===== config.mk =====
export PLATFORM = sky130hd
export DESIGN_NAME = dma_autocopy
export DESIGN_NICKNAME = d
export VERILOG_FILES = /design/src/rtl/dmac_pkg.sv /design/src/rtl/dmac_rst_sync.sv /design/src/rtl/dmac_addr_gen.sv /design/src/rtl/dmac_beat_cnt.sv /design/src/rtl/dma_autocopy.sv
export SDC_FILE = /design/constraint.sdc
export NUM_CORES = 1
export LEC_CHECK = 0
export CAP_MARGIN = 20
export CORE_UTILIZATION = 60
export CTS_CLUSTER_DIAMETER = 30
export DETAILED_ROUTE_END_ITERATION = 8
export DONT_BUFFER_PORTS = 1
export PLACE_DENSITY = 0.78
export REMOVE_ABC_BUFFERS = 1
export SLEW_MARGIN = 0
export SYNTH_ARGS = -nofsm -noshare
export SYNTH_HDL_FRONTEND = slang
export SYNTH_SLANG_ARGS = --single-unit
export TNS_END_PERCENT = 10

===== constraint.sdc =====
create_clock -name clk -period 8.14 [get_ports clk]
set_input_delay 1.221 -clock clk [delete_from_list [all_inputs] [get_ports clk]]
set_output_delay 1.221 -clock clk [all_outputs]
set_load 0.05 [all_outputs]

===== src/rtl/dmac_pkg.sv =====
package dmac_pkg;

  typedef enum logic [2:0] {
    ST_IDLE,
    ST_ARB,
    ST_RD,
    ST_WR,
    ST_REL
  } dmac_state_e;

  // Packed control word, most significant field first (bit 31 down to 0).
  typedef struct packed {
    logic [1:0] dst_inc;
    logic [1:0] dst_sz;
    logic [1:0] src_inc;
    logic [1:0] src_sz;
    logic [1:0] rsv_hi;
    logic       dst_priv;
    logic [1:0] rsv_lo;
    logic       src_priv;
    logic [3:0] arb_exp;
    logic [9:0] cnt_m1;
    logic       burst_nxt;
    logic [2:0] mode;
  } dmac_ctl_t;

  localparam logic [2:0] MODE_STOP = 3'd0;
  localparam logic [2:0] MODE_AUTO = 3'd2;
  localparam logic [1:0] INC_NONE  = 2'd3;
  localparam logic [1:0] SZ_BAD    = 2'd3;

endpackage


===== src/rtl/dmac_rst_sync.sv =====
module dmac_rst_sync (
  input  logic clk,
  input  logic rst_n,
  output logic rst_sync_n
);

  logic [1:0] sync_q;

  always_ff @(posedge clk or negedge rst_n) begin
    if (!rst_n) sync_q <= 2'b00;
    else        sync_q <= {sync_q[0], 1'b1};
  end

  assign rst_sync_n = sync_q[1];

endmodule


===== src/rtl/dmac_addr_gen.sv =====
module dmac_addr_gen #(
  parameter int AW = 32,
  parameter int CW = 10
) (
  input  logic [AW-1:0] end_ptr,
  input  logic [1:0]    inc,
  input  logic [CW-1:0] cnt_m1,
  output logic [AW-1:0] addr
);

  logic [AW-1:0] span;

  always_comb begin
    span = '0;
    if (inc != dmac_pkg::INC_NONE) span = AW'(cnt_m1) << inc;
    addr = end_ptr - span;
  end

endmodule


===== src/rtl/dmac_beat_cnt.sv =====
module dmac_beat_cnt #(
  parameter int BW = 16,
  parameter int KW = 4
) (
  input  logic          clk,
  input  logic          rst_n,
  input  logic          clr,
  input  logic          step,
  input  logic [KW-1:0] exp_k,
  output logic          at_edge
);

  logic [BW-1:0] cnt_q, cnt_d, limit;
  logic          cnt_en;

  always_comb begin
    limit   = (BW'(1) << exp_k) - BW'(1);
    at_edge = (cnt_q == limit);
    cnt_en  = clr | step;
    cnt_d   = cnt_q;
    if (clr)          cnt_d = '0;
    else if (at_edge) cnt_d = '0;
    else              cnt_d = cnt_q + BW'(1);
  end

  always_ff @(posedge clk or negedge rst_n) begin
    if (!rst_n)      cnt_q <= '0;
    else if (cnt_en) cnt_q <= cnt_d;
  end

endmodule


===== src/rtl/dma_autocopy.sv =====
module dma_autocopy #(
  parameter int AW = 32,
  parameter int DW = 32,
  parameter int BW = 16
) (
  input  logic          clk,
  input  logic          rst_n,
  input  logic          cfg_load,
  input  logic [31:0]   cfg_ctl,
  input  logic [AW-1:0] cfg_src_end,
  input  logic [AW-1:0] cfg_dst_end,
  input  logic          en_set,
  input  logic          sw_req,
  output logic          en_status,
  output logic          err,
  output logic          done,
  output logic [31:0]   ctl_out,
  output logic          bus_req,
  input  logic          bus_gnt,
  output logic          mem_req,
  output logic          mem_we,
  output logic [AW-1:0] mem_addr,
  output logic [1:0]    mem_size,
  output logic [DW-1:0] mem_wdata,
  input  logic [DW-1:0] mem_rdata,
  input  logic          mem_ready
);
  import dmac_pkg::*;

  localparam int CW = 10;

  logic              rst_i_n;
  dmac_state_e       st_q, st_d;
  dmac_ctl_t         ctl_q, ctl_d;
  logic [AW-1:0]     src_q, dst_q, src_addr, dst_addr;
  logic [DW-1:0]     data_q;
  logic              en_q, en_d, err_q, err_d, done_q;
  logic              idle, go, bad, rd_hs, wr_hs, last, finish, at_edge;
  logic              ld_en, ctl_en;

  dmac_rst_sync u_rst (.clk(clk), .rst_n(rst_n), .rst_sync_n(rst_i_n));

  dmac_addr_gen #(.AW(AW), .CW(CW)) u_src_addr (
    .end_ptr(src_q), .inc(ctl_q.src_inc), .cnt_m1(ctl_q.cnt_m1), .addr(src_addr));

  dmac_addr_gen #(.AW(AW), .CW(CW)) u_dst_addr (
    .end_ptr(dst_q), .inc(ctl_q.dst_inc), .cnt_m1(ctl_q.cnt_m1), .addr(dst_addr));

  dmac_beat_cnt #(.BW(BW), .KW(4)) u_beats (
    .clk(clk), .rst_n(rst_i_n), .clr(go), .step(wr_hs),
    .exp_k(ctl_q.arb_exp), .at_edge(at_edge));

  // Decode
  always_comb begin
    idle   = (st_q == ST_IDLE);
    go     = idle && sw_req && en_q && (ctl_q.mode == MODE_AUTO);
    bad    = (ctl_q.src_sz == SZ_BAD) || (ctl_q.dst_sz == SZ_BAD);
    rd_hs  = (st_q == ST_RD) && mem_ready;
    wr_hs  = (st_q == ST_WR) && mem_ready;
    last   = (ctl_q.cnt_m1 == '0);
    finish = wr_hs && last;
    ld_en  = idle && cfg_load;
    ctl_en = ld_en || wr_hs;
  end

  // Next state
  always_comb begin
    st_d = st_q;
    unique case (st_q)
      ST_IDLE: if (go && !bad) st_d = ST_ARB;
      ST_ARB:  if (bus_gnt)    st_d = ST_RD;
      ST_RD:   if (mem_ready)  st_d = ST_WR;
      ST_WR:   if (mem_ready)  st_d = last ? ST_IDLE : (at_edge ? ST_REL : ST_RD);
      ST_REL:                  st_d = ST_ARB;
      default:                 st_d = ST_IDLE;
    endcase
  end

  // Next control word, enable and error
  always_comb begin
    ctl_d = ctl_q;
    if (ld_en)      ctl_d = dmac_ctl_t'(cfg_ctl);
    else if (finish) ctl_d.mode = MODE_STOP;
    else if (wr_hs)  ctl_d.cnt_m1 = ctl_q.cnt_m1 - CW'(1);

    en_d = en_q;
    if (en_set)      en_d = 1'b1;
    else if (finish) en_d = 1'b0;

    err_d = err_q;
    if (ld_en)           err_d = 1'b0;
    else if (go && bad)  err_d = 1'b1;
  end

  // Registers
  always_ff @(posedge clk or negedge rst_i_n) begin
    if (!rst_i_n) begin
      st_q   <= ST_IDLE;
      ctl_q  <= '0;
      src_q  <= '0;
      dst_q  <= '0;
      data_q <= '0;
      en_q   <= 1'b0;
      err_q  <= 1'b0;
      done_q <= 1'b0;
    end else begin
      st_q   <= st_d;
      en_q   <= en_d;
      err_q  <= err_d;
      done_q <= finish;
      if (ctl_en) ctl_q <= ctl_d;
      if (ld_en) begin
        src_q <= cfg_src_end;
        dst_q <= cfg_dst_end;
      end
      if (rd_hs) data_q <= mem_rdata;
    end
  end

  // Outputs
  assign en_status = en_q;
  assign err       = err_q;
  assign done      = done_q;
  assign ctl_out   = ctl_q;
  assign bus_req   = (st_q == ST_ARB) || (st_q == ST_RD) || (st_q == ST_WR);
  assign mem_req   = (st_q == ST_RD) || (st_q == ST_WR);
  assign mem_we    = (st_q == ST_WR);
  assign mem_addr  = mem_we ? dst_addr : src_addr;
  assign mem_size  = mem_we ? ctl_q.dst_sz : ctl_q.src_sz;
  assign mem_wdata = data_q;

endmodule


-- Word level (Yosys, flattened, before mapping)
Index checks and enable logic that the tools add are counted.
- input port bits: 135
- output and inout bits: 104
- register bits: 152
- bitwise logic cells: 1
- add/sub/neg operators: 5
- reduce and logical (&&, ||, !) cells: 25
- equality and inequality tests: 15
- shift operators: 3
- muxes and demuxes: 22
- operators by type and width (operator ; number):
    $mux W32 ; 3
    $shl A10 B2 Y32 ; 2
    $sub A32 B32 Y32 ; 2
    $mux W16 ; 2
    $mux W10 ; 3
    $mux W3 ; 8
    $add A16 B1 Y16 const B ; 1
    $eq A16 B16 Y1 ; 1
    $shl A1 B4 Y16 const A ; 1
    $sub A16 B2 Y16 const B ; 1
    $pmux W3 S5 ; 1
    $logic_not A10 Y1 ; 1
    $sub A10 B1 Y10 const B ; 1
    $eq A3 B2 Y1 const B ; 3
    $logic_and A1 B1 Y1 ; 9
    $ne A2 B2 Y1 const B ; 4
    $reduce_bool A2 Y1 ; 4
    $ne A2 B1 Y1 const B ; 3
    $logic_or A1 B1 Y1 ; 5
    $eq A2 B2 Y1 const B ; 2
    $mux W1 ; 4
    $reduce_and A2 Y1 ; 2
    $reduce_and A4 Y1 ; 1
    $eq A3 B1 Y1 const B ; 1
    6 further kinds ; 6

-- Logic depth before layout (Yosys ltp)
Gate-level depths: netlist (run 1).
- depth after elaboration: 7
- gate-level depth with buffers: 15
- mapped depth without buffers: 12

-- Modules after synthesis
From an unflattened synthesis (run 1), not the netlist that was laid out.
- cells, all modules: 1252
- area, all modules: 9857.0 um^2
- modules (own cells, without submodules) (module ; cells an instance ; times used ; seq. area each (um^2) ; area each (um^2)):
    dma_autocopy ; 648 ; 1 ; 3353.2 ; 5748.0
    dmac_addr_gen ; 198 ; 2 ; 0.0 ; 1256.2
    dmac_beat_cnt ; 205 ; 1 ; 400.4 ; 1542.7
    dmac_rst_sync ; 3 ; 1 ; 50.0 ; 53.8

-- Worst setup path before layout (run 1)
No wires, ideal clock.
- path kind: register -> output
- start: register ctl_q (netlist bit ctl_out[26])
- end: output mem_addr[17]
- data arrival time: 4324 ps
- setup slack: 2595 ps
- cell stages (with the launch flop): 13
- cells stage by stage: dfrtp_1 > buf_1 > mux2i_1 > nor2_1 > a21oi_1 > ha_1 > a2111o_1 > o2111ai_1 > a31o_2 > nor3b_1 > nand2_1 > xor2_1 > o21ai_0
- word-level cells in the longest chain between the ends: 4
- RTL lines (item ; RTL line ; text):
    start: declaration ; dma_autocopy.sv:34 ; dmac_ctl_t ctl_q, ctl_d;
    start signal: assignment ; dma_autocopy.sv:111 ; if (ctl_en) ctl_q <= ctl_d;
    $shl A10 B2 Y32 / $ne A2 B2 Y1 (equally long branches) ; dmac_addr_gen.sv:15 ; if (inc != dmac_pkg::INC_NONE) span = AW'(cnt_m1) << inc;
    $mux W32 * ; dmac_addr_gen.sv:15 ;
    $sub A32 B32 Y32 * ; dmac_addr_gen.sv:16 ; addr = end_ptr - span;
    $mux W32 * ; dma_autocopy.sv:128 ; assign mem_addr = mem_we ? dst_addr : src_addr;
    end: declaration ; dma_autocopy.sv:22 ; output logic [AW-1:0] mem_addr,
Mark *: on every way between the ends. The rest lies on a longest branch, timed or not.

-- Worst setup path after layout (run 1)
- start: register ctl_q (netlist bit ctl_out[27])
- end: output mem_addr[22]
Same word-level chain as after synthesis.

==> results of run 1 <==
logic make-up (layout without fill, tap and decap cells):
| kind of cell | after synthesis | in the layout | share of synthesized area |
|---|---|---|---|
| buffers and inverters | 79 | 59 | 0.03289 |
| adder cells (fa/ha/maj) | 31 | 31 | 0.04322 |
| XOR/XNOR | 67 | 67 | 0.06295 |
| AND/OR/NAND/NOR | 530 | 530 | 0.2564 |
| multiplexers | 69 | 69 | 0.07879 |
| other | 1 | 3 | 0.0004023 |
| flip-flops | 152 | 152 | 0.4081 |
| AO/OA/AOI/OAI | 177 | 177 | 0.1173 |
state kept, by name, indices dropped and copies added, names as in the netlist:
register,cells
ctl_out,32
dst_q,32
mem_wdata,32
src_q,32
u_beats.cnt_q,16
st_q,3
u_rst.sync_q,2
done,1
en_status,1
err,1
synth_stat cells, drive strengths merged, types with 2 or more instances:
cell type  instances  area share
a211oi             2      0.0016
and3b              3      0.0028
a31oi              6      0.0040
o21ai             56       0.030
or2                6      0.0040
a21o               8      0.0064
and3               9      0.0060
inv               16      0.0064
nor4b              3      0.0044
nand2            316        0.13
nand3             24       0.013
nor2b             12      0.0081
buf               11      0.0055
a211o              2      0.0019
or3               10      0.0067
a31o               2      0.0019
o311ai             5      0.0047
dfrtp            152        0.41
nor3b              7      0.0056
or4                7      0.0060
o211ai             4      0.0032
fa                 2      0.0043
a21oi             56       0.030
o2111ai            5      0.0047
nor2              64       0.026
o21bai             3      0.0024
o21a               7      0.0056
a22o               2      0.0019
nand2b            13      0.0087
a2111oi            2      0.0019
mux2i             34       0.037
nand4              8      0.0054
clkbuf            51       0.021
xor2              33       0.031
and2               3      0.0020
mux2              35       0.042
xnor2             34       0.032
nor4               8      0.0070
nand4b             4      0.0038
o22ai              2      0.0013
ha                29       0.039
nor3              27       0.014
nand3b             4      0.0032
worst max-delay path by stage:
stage | from | slack [ns] | endpoint
2_1_floorplan | ctl_out[27] | 2.65 | mem_addr[17]
3_3_place_gp | ctl_out[27] | 2.19 | mem_addr[22]
3_5_place_dp | ctl_out[27] | 2.10 | mem_addr[22]
4_1_cts | ctl_out[27] | 1.63 | mem_addr[22]
5_1_grt | ctl_out[27] | 1.19 | mem_addr[22]
6_report | ctl_out[27] | 1.54 | mem_addr[22]
layer usage:
metal,part of all wire,GRT usage,wire [um],up-vias
li1,-,-,-,3732
met4,0.023,0.1148,534,0
met3,0.082,0.07170,1870,47
met1,0.43,0.3902,9898,3599
met2,0.46,0.4599,10600,343
met5,0,0,0,-
per-stage QoR:
stage / std cells / area [um^2] / setup slack [ns] / utilization
finish: 1276 / 10060 / 1.537 / 0.6617
floorplan: 1046 / 9086 / 2.651 / -
global route: 1276 / 10060 / 1.190 / 0.6617
CTS: 1274 / 10000 / 1.626 / 0.6581
detailed placement: 1242 / 9395 / 2.096 / 0.6180
global placement: 1242 / 9395 / 2.193 / 0.6180
final cells by class:
cell class                      count  area share
Tap cell                          188     0.02338
Sequential cell                   152      0.3785
Clock buffer                       17     0.04229
Multi-Input combinational cell    877      0.5198
Timing Repair Buffer               10     0.01144
Inverter                           17    0.006343
Clock inverter                     15     0.01828
worst reg2reg max path: cells and delay by family, from the launching register on:
kind	cells	cell delay (ns)
AOI/OAI and AO/OA	3	0.84
adders and majority gates	1	0.36
buffers and inverters	1	0.31
DFF	1	0.71
and+or+nand+nor	5	1.90
==> flow_metrics.py, run 1 <==
metrics = {
    "logic_synthesis": {
        "async_flop_share": 1.000,
        "ys_ff_latch": 152,
        "ys.flop_type": "dfrtp_1",
        "synthCells": 1106,
        "yosys_warnings": 0,
        "synth.cell_area_um2": 9321,
        "ys_seq_area_frac": 0.4081,
        "synth.distinct_cells": 68,
        "synth_edf_count": 0,
        "syn_area_per_cell_um2": 8.428,
    },
    "critical_path": {
        "path_depth": 11,
        "path_cells": "nor2b_1 > a21oi_1 > ha_1 > nor2b_1 > o21a_1 > o21ai_0 > a211oi_1 > o211ai_1 > nand4_1 > xor2_1 > mux2i_1",
        "crit_family": "compound AO/OA/AOI/OAI gates",
        "path_buf_inv": 0,
        "cpMostUsedCell": "nor2b_1",
        "crit_fanout": 14,
        "rr_worst_depth": 10,
        "slowest_delay_ns": 0.90,
        "worst-setup-path-type": "reg -> out",
        "reg2reg_from": "ctl_out[14]",
        "start_kind": "register",
        "rrSetupSlack_ns": 3.90,
        "cp.arrival_ns": 5.38,
        "cp-end-kind": "output port",
        "worstReg2RegEnd": "u_beats.cnt_q[8]",
        "critPathSlowestCell": "mux2i_1",
        "cp.required_ns": 6.92,
    },
    "timing": {
        "fin_crit_ns": 6.603,
        "skew_ns": 0.006600,
        "period_share": 0.8112,
        "max_freq_ghz": 0.1514,
        "setup_viol_count_final": 0,
        "rsz0062_at_grt": "false",
        "fin_hold_ws_ns": 0.3664,
        "slew_headroom": 0.1828,
        "hold_viol": 0,
        "drv_slew": 0,
        "finalSetupTns_ns": 0,
        "worstMarginPinSlew_ns": 1.230,
    },
    "cts": {
        "insertion_delay_ns": 0.42,
        "clk_pin_slew_ns": 0.07,
        "clock_path_buffers": 2,
        "htree_levels": 4,
        "cts_setup_buffers": 0,
        "cts_buffers": 17,
        "cts-hold-fix-buffers": 0,
        "cts.sinks": 152,
        "cts_tree": "yes",
        "cts_resized": 0,
        "cts_root_buffer": "clkbuf_16",
    },
    "route": {
        "vias": 7721,
        "drt_iter0_markers": 560,
        "route.detailed.drc": 0,
        "ant_nets": 0,
        "dr.pass1.iters": 5,
        "routed_wl_um": 22900,
        "post_drt_wl_per_cell_um": 17.95,
        "vias_per_cell": 6.051,
    },
    "floorplanning": {
        "dieArea_um2": 16040,
        "ioPinCount": 239,
        "initial_core_util": 0.6132,
        "core_um2": 15200,
        "rows": 45,
        "die_h_um": 126.6,
        "die_w_um": 126.6,
    },
    "placed_design": {
        "hpwlAfterDp_um": 15960,
        "portBuffers": 0,
        "gp_congestion": 0.9102,
    },
    "cells_and_area": {
        "multi_input_area_um2": 5229,
        "antenna_cells": 0,
        "drive_gt1_frac": 0.08640,
        "mostFrequentLayoutCells": "nand2_1 (315), dfrtp_1 (151), nor2_1 (63)",
        "ff_latch_area_um2": 3807,
        "fin_nets": 1241,
        "fill_cells": 1260,
        "area_growth_pct": 7.919,
        "final_common_cell": "nand2_1",
    },
    "global_routing": {
        "overflow": 0,
        "grt_use_total": 0.2923,
        "first_global_vias": 7199,
        "antenna_found_initial": 0,
        "grt_pass1_wl_um": 36650,
        "grt_max_degree": 112,
    },
    "min_path": {
        "whs_path_depth": 0,
        "min_from": "u_rst.sync_q[0]",
        "hp-class": "reg -> reg",
        "min_to": "u_rst.sync_q[1]",
    },
    "flow_run": {
        "maxCapViolations": 0,
    },
    "outcome": {
        "status": "complete, no violations",
    },
}
Power of run 1 is left out: the tool's default activity adds up to more than one toggle a clock period on the data nets, which glitch-free logic cannot reach.
==> run 2, diff against run 1 <==
CORE_UTILIZATION = 58   (was 60)
clock period = 5.3 ns   (was 8.14 ns; I/O delays follow)
==> run 2 against run 1 <==
  * Cell area grew 3.4%
  * Utilization grew 1.2 points
  * Register-to-register slack lost 2.6 ns
  * Via count grew 2.9%
  * Cell count grew 5.1%
  * Die area grew 3.4%
  * Hold slack lost 0.30 ns
  * Sequential share of layout area shrank 1.2 points
  * Non-clock buffer count grew 44
  * Worst setup slack lost 1.2 ns
  * Critical endpoint is now mem_addr[28]
  * Largest cell class unchanged
==> flow_metrics.py, run 2 (synthesis results as in run 1) <==
metrics = {
    "route": {
        "vias_per_cell": 5.926,
        "wl_met2_um": 11330,
        "routed_wl_um": 23370,
        "drt_iter0_markers": 525,
        "dr.pass1.iters": 6,
        "wl_met3_um": 1723,
        "highest_layer": "met4",
        "routedLengthMet1_um": 9978,
        "route.detailed.drc": 0,
        "post_drt_wl_per_cell_um": 17.42,
        "vias": 7947,
        "ant_nets": 0,
    },
    "cts": {
        "insertion_delay_ns": 0.42,
        "cts_buffers": 17,
        "cts.sinks": 152,
        "cts-hold-fix-buffers": 0,
        "htree_levels": 4,
        "cts_tree": "yes",
        "clk_pin_slew_ns": 0.06,
        "cts_root_buffer": "clkbuf_16",
        "clock_path_buffers": 2,
    },
    "critical_path": {
        "worst-setup-path-type": "reg -> out",
        "cp-end-kind": "output port",
        "reg2reg_from": "ctl_out[15]",
        "rr_worst_depth": 10,
        "crit_fanout": 10,
        "start_kind": "register",
        "cp.arrival_ns": 4.20,
        "worstReg2RegEnd": "u_beats.cnt_q[13]",
        "rrSetupSlack_ns": 1.26,
        "cp.required_ns": 4.51,
    },
    "placed_design": {
        "gp_congestion": 0.9331,
        "place_ws_ns": 0.6584,
        "hpwlAfterDp_um": 16530,
        "portBuffers": 0,
    },
    "flow_run": {
        "maxCapViolations": 0,
    },
    "min_path": {
        "hp-class": "in -> async",
    },
    "timing": {
        "period_share": 0.9429,
        "max_freq_ghz": 0.2001,
        "setup_viol_count_final": 0,
        "skew_ns": 0.005852,
        "fin_crit_ns": 4.997,
        "finalSetupTns_ns": 0,
        "drv_slew": 0,
        "worstMarginPinSlew_ns": 1.063,
        "fin_ws_ns": 0.3028,
        "rsz0062_at_grt": "false",
        "hold_viol": 0,
        "slew_headroom": 0.2916,
    },
    "cells_and_area": {
        "fin_nets": 1285,
        "area_growth_pct": 11.57,
        "antenna_cells": 0,
        "mostFrequentLayoutCells": "nand2_1 (315), dfrtp_1 (151), nor2_1 (63)",
        "final_common_cell": "nand2_1",
        "drive_gt1_frac": 0.1204,
    },
    "global_routing": {
        "grt_max_degree": 112,
        "grt_use_total": 0.2931,
        "overflow": 0,
        "grt_pass1_wl_um": 37720,
        "first_global_vias": 7551,
        "antenna_found_initial": 0,
    },
    "floorplanning": {
        "die_w_um": 128.8,
        "rows": 45,
        "dieArea_um2": 16580,
        "initial_core_util": 0.6042,
        "die_h_um": 128.8,
        "ioPinCount": 239,
        "core_um2": 15430,
    },
    "outcome": {
        "status": "complete, no violations",
    },
}
[run 2: cell types whose count changed in the layout (fill, tap and decap cells not counted), moves of 2 or more]
cell and delta:
clkbuf_1 +2, inv_6 -6, buf_16 -2, buf_4 +46
inv_8 -3, bufinv_16 +2, clkbuf_8 +3
[run 2: how the worst max path moves through the flow]
stage / start / endpoint / slack [ns] / cells after the start
floorplan: ctl_out[27] / mem_addr[17] / 0.24 / 10
global placement: ctl_out[30] / mem_addr[21] / 0.75 / 11
detailed placement: ctl_out[30] / mem_addr[29] / 0.66 / 11
CTS: ctl_out[30] / mem_addr[25] / 0.15 / 11
global route: ctl_out[4] / mem_addr[28] / 0.03 / 13
finish: ctl_out[4] / mem_addr[28] / 0.30 / 13
[run 2: per-layer routing]
metal | up-vias | track usage
met2 | 293 | 0.4846
li1 | 3815 | -
met1 | 3809 | 0.3821
met3 | 30 | 0.07193
met4 | 0 | 0.08651
met5 | - | 0
[run 2: area by class of cell]
class | instances | area (um^2)
multi-input cells | 877 | 5239
fillers | 1305 | 5027
flip-flops and latches | 152 | 3807
clock buffers | 22 | 474.2
repair buffers | 54 | 405.4
well taps | 211 | 264.0
clock inverters | 8 | 146.4
inverters | 17 | 63.81
[run 2: worst max-delay path, stage by stage, from the launching register on]
cell	delay, ns
dfrtp_1	0.81
inv_1	0.24
nor3_1	0.27
ha_1	0.24
fa_1	0.23
nor2b_1	0.06
o21a_1	0.17
o21ai_0	0.25
a21oi_1	0.18
a211o_1	0.48
nor4_1	0.34
xnor2_1	0.10
mux2i_1	0.17
buf_4	0.23
[run 2: what timing repair did]
| action | 4_1_cts | 5_1_grt |
|---|---|---|
| resized for setup | 0 | 2 |
| setup endpoints to repair | 0 | 4 |
| buffers inserted | 0 | 0 |
[run 2: through the flow]
stage	hold slack (ns)	instances	cell area (um^2)	utilization
global placement	0.2580	1310	9762	0.6328
CTS	0.04933	1341	10390	0.6735
global route	0.04221	1341	10400	0.6741
finish	0.06686	1341	10400	0.6741
floorplan	0.3312	1046	9086	-
detailed placement	0.2546	1311	9769	0.6333
Power of run 2 is left out for the same reason.
==> run 3, diff against run 2 <==
SKIP_CTS_REPAIR_TIMING = 1   (was default)
==> results of run 3 <==
The final DEF is identical to that of run 2; final timing and power are the same.
Power of run 3 is left out for the same reason.
